===== src/rtl/lerr_pkg.sv =====
package lerr_pkg;
  localparam int NUM_SRC  = 30;
  localparam int CODE_W   = 5;
  localparam int NUM_RANK = 31;
  localparam int RANK_W   = $clog2(NUM_RANK);

  // fixed priority rank of each code; lower rank wins
  function automatic logic [RANK_W-1:0] rank_of_code(input int code);
    case (code)
      1:  return RANK_W'(21);
      2:  return RANK_W'(17);
      3:  return RANK_W'(18);
      4:  return RANK_W'(15);
      5:  return RANK_W'(16);
      6:  return RANK_W'(10);
      7:  return RANK_W'(27);
      8:  return RANK_W'(4);
      9:  return RANK_W'(25);
      10: return RANK_W'(2);
      11: return RANK_W'(26);
      12: return RANK_W'(3);
      13: return RANK_W'(6);
      14: return RANK_W'(7);
      15: return RANK_W'(8);
      16: return RANK_W'(9);
      17: return RANK_W'(5);
      18: return RANK_W'(20);
      19: return RANK_W'(19);
      20: return RANK_W'(22);
      21: return RANK_W'(23);
      22: return RANK_W'(24);
      23: return RANK_W'(1);
      24: return RANK_W'(0);
      25: return RANK_W'(28);
      26: return RANK_W'(12);
      27: return RANK_W'(29);
      28: return RANK_W'(13);
      29: return RANK_W'(30);
      30: return RANK_W'(14);
      default: return RANK_W'(11);
    endcase
  endfunction

  // inverse lookup; ranks with no code return 0
  function automatic int code_of_rank(input int rank);
    int found;
    found = 0;
    for (int c = 1; c <= NUM_SRC; c++)
      if (int'(rank_of_code(c)) == rank) found = c;
    return found;
  endfunction
endpackage


===== src/rtl/lerr_rank_map.sv =====
module lerr_rank_map
  import lerr_pkg::*;
#(
  parameter int N_SRC  = NUM_SRC,
  parameter int N_RANK = NUM_RANK
) (
  input  logic [N_SRC-1:0]  by_src,
  output logic [N_RANK-1:0] by_rank
);
  for (genvar r = 0; r < N_RANK; r++) begin : g_rank
    localparam int SRC_CODE = code_of_rank(r);
    if (SRC_CODE == 0) begin : g_hole
      assign by_rank[r] = 1'b0;
    end else begin : g_src
      assign by_rank[r] = by_src[SRC_CODE-1];
    end
  end
endmodule


===== src/rtl/lerr_pick.sv =====
module lerr_pick
  import lerr_pkg::*;
#(
  parameter int N_RANK = NUM_RANK,
  localparam int IDX_W = $clog2(N_RANK)
) (
  input  logic [N_RANK-1:0] by_rank,
  output logic              hit,
  output logic [IDX_W-1:0]  win_rank
);
  always_comb begin
    hit      = |by_rank;
    win_rank = '0;
    for (int r = N_RANK - 1; r >= 0; r--)
      if (by_rank[r]) win_rank = IDX_W'(r);
  end
endmodule


===== src/rtl/lerr_pend.sv =====
module lerr_pend
  import lerr_pkg::*;
#(
  parameter int N_SRC = NUM_SRC
) (
  input  logic              clk,
  input  logic              rst_n,
  input  logic [N_SRC-1:0]  evt,
  input  logic              win_hit,
  input  logic [RANK_W-1:0] win_rank,
  output logic [N_SRC-1:0]  live,
  output logic [N_SRC-1:0]  pend_q
);
  logic [N_SRC-1:0] clr_src;
  logic [N_SRC-1:0] pend_d;
  logic             pend_en;

  for (genvar s = 0; s < N_SRC; s++) begin : g_clr
    localparam logic [RANK_W-1:0] SRC_RANK = rank_of_code(s + 1);
    assign clr_src[s] = win_hit && (win_rank == SRC_RANK);
  end

  always_comb begin
    live    = pend_q | evt;
    pend_d  = live & ~clr_src;
    pend_en = (|evt) | win_hit;
  end

  always_ff @(posedge clk or negedge rst_n) begin
    if (!rst_n) pend_q <= '0;
    else if (pend_en) pend_q <= pend_d;
  end
endmodule


===== src/rtl/lerr_reporter.sv =====
module lerr_reporter
  import lerr_pkg::*;
(
  input  logic               clk,
  input  logic               rst_n,
  input  logic [NUM_SRC-1:0] err_evt,
  output logic [CODE_W-1:0]  err_code,
  output logic               err_vld
);
  logic [1:0]          rst_ff;
  logic                rst_sync_n;
  logic [NUM_SRC-1:0]  live;
  logic [NUM_SRC-1:0]  pend_vec;
  logic [NUM_RANK-1:0] live_rank;
  logic                win_hit;
  logic [RANK_W-1:0]   win_rank;
  logic [CODE_W-1:0]   win_code;
  logic                out_en;

  // asynchronous assert, synchronous release
  always_ff @(posedge clk or negedge rst_n) begin
    if (!rst_n) rst_ff <= 2'b00;
    else        rst_ff <= {rst_ff[0], 1'b1};
  end
  assign rst_sync_n = rst_ff[1];

  lerr_pend #(.N_SRC(NUM_SRC)) u_pend (
    .clk      (clk),
    .rst_n    (rst_sync_n),
    .evt      (err_evt),
    .win_hit  (win_hit),
    .win_rank (win_rank),
    .live     (live),
    .pend_q   (pend_vec)
  );

  lerr_rank_map #(.N_SRC(NUM_SRC), .N_RANK(NUM_RANK)) u_map (
    .by_src  (live),
    .by_rank (live_rank)
  );

  lerr_pick #(.N_RANK(NUM_RANK)) u_pick (
    .by_rank  (live_rank),
    .hit      (win_hit),
    .win_rank (win_rank)
  );

  always_comb begin
    win_code = '0;
    for (int c = 1; c <= NUM_SRC; c++)
      if (win_hit && (win_rank == rank_of_code(c))) win_code = CODE_W'(c);
    out_en = win_hit | err_vld;
  end

  always_ff @(posedge clk or negedge rst_sync_n) begin
    if (!rst_sync_n) begin
      err_code <= '0;
      err_vld  <= 1'b0;
    end else if (out_en) begin
      err_code <= win_code;
      err_vld  <= win_hit;
    end
  end
endmodule


===== config.mk =====
export PLATFORM = sky130hd
export DESIGN_NAME = lerr_reporter
export DESIGN_NICKNAME = d
export VERILOG_FILES = /design/src/rtl/lerr_pkg.sv /design/src/rtl/lerr_rank_map.sv /design/src/rtl/lerr_pick.sv /design/src/rtl/lerr_pend.sv /design/src/rtl/lerr_reporter.sv
export SDC_FILE = /design/constraint.sdc
export NUM_CORES = 1
export LEC_CHECK = 0
export ABC_CLOCK_PERIOD_IN_PS = 2600
export BUFFER_PORTS_ARGS = -buffer_cell sky130_fd_sc_hd__buf_2
export CAP_MARGIN = 25
export CORE_ASPECT_RATIO = 0.9
export CORE_UTILIZATION = 25
export DETAILED_ROUTE_END_ITERATION = 8
export RECOVER_POWER = 25
export SYNTH_ARGS = -nofsm -noshare
export SYNTH_HDL_FRONTEND = slang
export SYNTH_SLANG_ARGS = --single-unit
export TNS_END_PERCENT = 1

===== constraint.sdc =====
create_clock -name clk -period 2.6 [get_ports clk]
set_input_delay 0.52 -clock clk [delete_from_list [all_inputs] [get_ports clk]]
set_output_delay 0.52 -clock clk [all_outputs]
set_load 0.01 [all_outputs]

==> results.toml <==
[pwr]
p_switching_w = 0.0002885
combPwrFrac_pct = 11.9
power_w = 0.001161
power_per_cell_area_nw_per_um2 = 356.5
max-vdd-ir-drop_v = 0.0001626
seqPwrFrac_pct = 52.8
p_sw_share_pct = 24.84
power_frac_clock_pct = 35.3
internal-power_w = 0.0008726
p_leak_nw = 1.272

[critical_path]
path_delay_family = "simple AND/OR/NAND/NOR gates"
required_ns = 2.78
worst-path-buf-inv = 0
critPathSlowestCell = "or4_4"
crit_chain = "or4_4 > o211ai_4 > o311ai_4 > and3_4 > or4b_1 > a32o_1 > o32a_1"
critPathMaxFanout = 3
critPathCaptureType = "register"
worstRegToRegCells = 7
crit_type = "register to register"
startpoint_type = "register"
crit_arrival_ns = 2.76
cp_slowest_stage_delay_ns = 0.54
critical_path_depth = 7

[cts]
h-tree-depth = 2
clock_latency_ns = 0.29
root_buffer = "clkbuf_8"
numCtsBuffers = 5
cts.sinks = 38
cts_buffer_depth = 2
cts_tree = "yes"
clkSlewWorstSetupHoldPaths_ns = 0.07

[synth]
synth_cells = 245
synth-edff-count = 0
yosys-top-cells-area = "dfrtp_1 (44%), nor2_1 (8.3%), a21oi_1 (6.9%)"
synth.distinct_cells = 56
yosysWarnings = 0
synth_most_common_cell = "nor2_1"
ys_seq_area_share_pct = 43.55
ys_ff_latch = 38
synth_top_area_cell = "dfrtp_1"
async_flop_share_pct = 100.0
syn_avg_cell_area_um2 = 8.912
netlist.area_leader.share_pct = 43.55
syn_nets = 277
ys_top_cells_by_count = "nor2_1 (48), dfrtp_1 (38), a21oi_1 (30), nor4_1 (16), nand2_1 (13)"
synth_area_um2 = 2183
synth_top_flop_cell = "dfrtp_1"

[sta]
fin_crit_sh_pct = 99.55
maxSlewViolCount = 0
relSlewSlack_pct = 18.46
fin_crit_ns = 2.588
tightestPinTransition_ns = 1.223
hold_violations = 0
fmax_ghz = 0.3864
setup_viol = 0
rsz0062_at_grt = "true"
skew_ns = 0.003849

[die]
die_w_um = 100.5
die_height_um = 90.66
fp.dieArea_um2 = 9111
initial_core_util_pct = 26.43
design.core.area_um2 = 8262
rows = 31
ioPinCount = 38

[detailed_routing]
drt-initial-drc-count = 198
routed_wirelength_um = 7310
route.detailed.drc = 0
routedWlPerCell_um = 15.29
drt-pass1-iter-count = 4
via_count = 2376
viasPerCell = 4.971
ant_nets = 0

[placed_design]
placed_area_um2 = 3083
numPortBuffers = 37
hpwlAfterDp_um = 5793
gp_congestion = 0.9098

[cells_and_area]
fin_nets = 396
post-route-util_pct = 39.42
num-fill-cells = 859
diodes = 0
multi_input_area_um2 = 1276
fin_area_um2 = 3257
area_growth_pct = 49.17
drive_above_1_share_pct = 40.50
seqCellArea_um2 = 950.9

[min_path]
hold_class = "register to async pin"

[job]
maxCapViolations = 0

[global_route]
antenna_found_initial = 0
overflow = 0
grt_pass1_vias = 2352
grt_pass1_wl_um = 11790
grt.total_usage_pct = 16.84
grt_max_degree = 23

[outcome]
status = "completed"
## power by group through the flow
stage          clock, W  sequential, W  combinational, W
2_1_floorplan         0       0.000630         0.0000358
3_3_place_gp          0       0.000625          0.000134
3_5_place_dp          0       0.000625          0.000136
4_1_cts        0.000427       0.000614          0.000138
5_1_grt        0.000447       0.000615          0.000151
6_report       0.000410       0.000613          0.000138
## area by class of cell
| type | count | area share (%) |
|---|---|---|
| Timing Repair Buffer | 117 | 24.43 |
| Multi-Input combinational cell | 200 | 39.19 |
| Tap cell | 115 | 4.418 |
| Clock buffer | 6 | 2.536 |
| Inverter | 2 | 0.2305 |
| Sequential cell | 38 | 29.20 |
## per-stage QoR
stage | setup TNS, ns | std cells | hold slack [ns] | setup slack [ns]
after floorplan | -0.2601 | 245 | 0.2244 | -0.1842
after global placement | -1.721 | 470 | 0.2801 | -0.2574
after detailed placement | -1.642 | 470 | 0.2838 | -0.2886
after CTS | 0 | 478 | 0.2990 | 0.005978
after global routing | -0.1899 | 478 | 0.3235 | -0.07806
final | 0 | 478 | 0.2682 | 0.01182
## worst register-to-register path: cells and delay by family, from the launching register on
kind	cells	cell delay, ns
AND/OR/NAND/NOR	3	1.23
AO/OA/AOI/OAI	4	0.86
flip-flops	1	0.39
## per-layer routing
metal / up-vias / wire (µm) / GRT usage (%)
li1: 1181 / - / -
met1: 1120 / 3569 / 24.60
met2: 68 / 3095 / 24.37
met3: 7 / 567 / 4.102
met4: 0 / 78 / 4.710
met5: - / 0 / 0
## logic make-up after synthesis
family                 count (synthesis)  share of synthesized area, %
other                                  2                        0.3440
AND/OR/NAND/NOR                      117                         28.42
AO/OA/AOI/OAI                         78                         24.30
flip-flops                            38                         43.55
buffers and inverters                  7                         1.948
multiplexers                           3                         1.433
## placed cells by master, fill, tap and decap left out, types with 2 or more instances in the layout
cell and count:
a21boi_0 2, a21oi_1 30, a22o_1 2, a31oi_1 3, and2_2 2, and4_2 2, buf_2 36, buf_4 77
clkbuf_1 2, clkbuf_8 6, conb_1 2, dfrtp_1 38, inv_1 2, mux2i_1 2, nand2_1 13, nand3_1 8
nand4_1 5, nor2_1 47, nor2_2 3, nor3_1 2, nor4_1 13, nor4_2 3, o2111ai_1 2, o211ai_1 3
o21a_1 3, o21ai_0 8, o31a_1 3, o32a_1 4, or2_2 2, or4_1 2, or4_4 3
## sequential cells by signal, indices dropped and copies added (netlist names)
register and flops:
err_code 5, u_pend.pend_q 30, err_vld 1, rst_ff 2
## repair_timing
action / in CTS / in global routing
buffers inserted: 1 / 0
gates resized for setup: 0 / 14
endpoints found under the setup margin: 1 / 8
gates cloned: 0 / 0
pin swaps: 6 / 4
hold buffers: 1 / 0
hold endpoints to repair: 2 / 0
## final timing paths
| check | to | slack [ns] | start |
|---|---|---|---|
| worst max-delay path | err_code[1]$_DFFE_PN0P_ | 0.01 | u_pend.pend_q[2]$_DFFE_PN0P_ |
| worst min-delay path | err_code[4]$_DFFE_PN0P_ | 0.27 | rst_ff[1]$_DFF_PN0_ |
| worst max register to register | err_code[1]$_DFFE_PN0P_ | 0.01 | u_pend.pend_q[2]$_DFFE_PN0P_ |
| worst min register to register | err_code[4]$_DFFE_PN0P_ | 0.27 | rst_ff[1]$_DFF_PN0_ |
| max in group asynchronous | u_pend.pend_q[1]$_DFFE_PN0P_ | 0.79 | rst_ff[1]$_DFF_PN0_ |
| min in group clk | rst_ff[1]$_DFF_PN0_ | 0.36 | rst_ff[0]$_DFF_PN0_ |
Power figures use the tool's default switching activity.
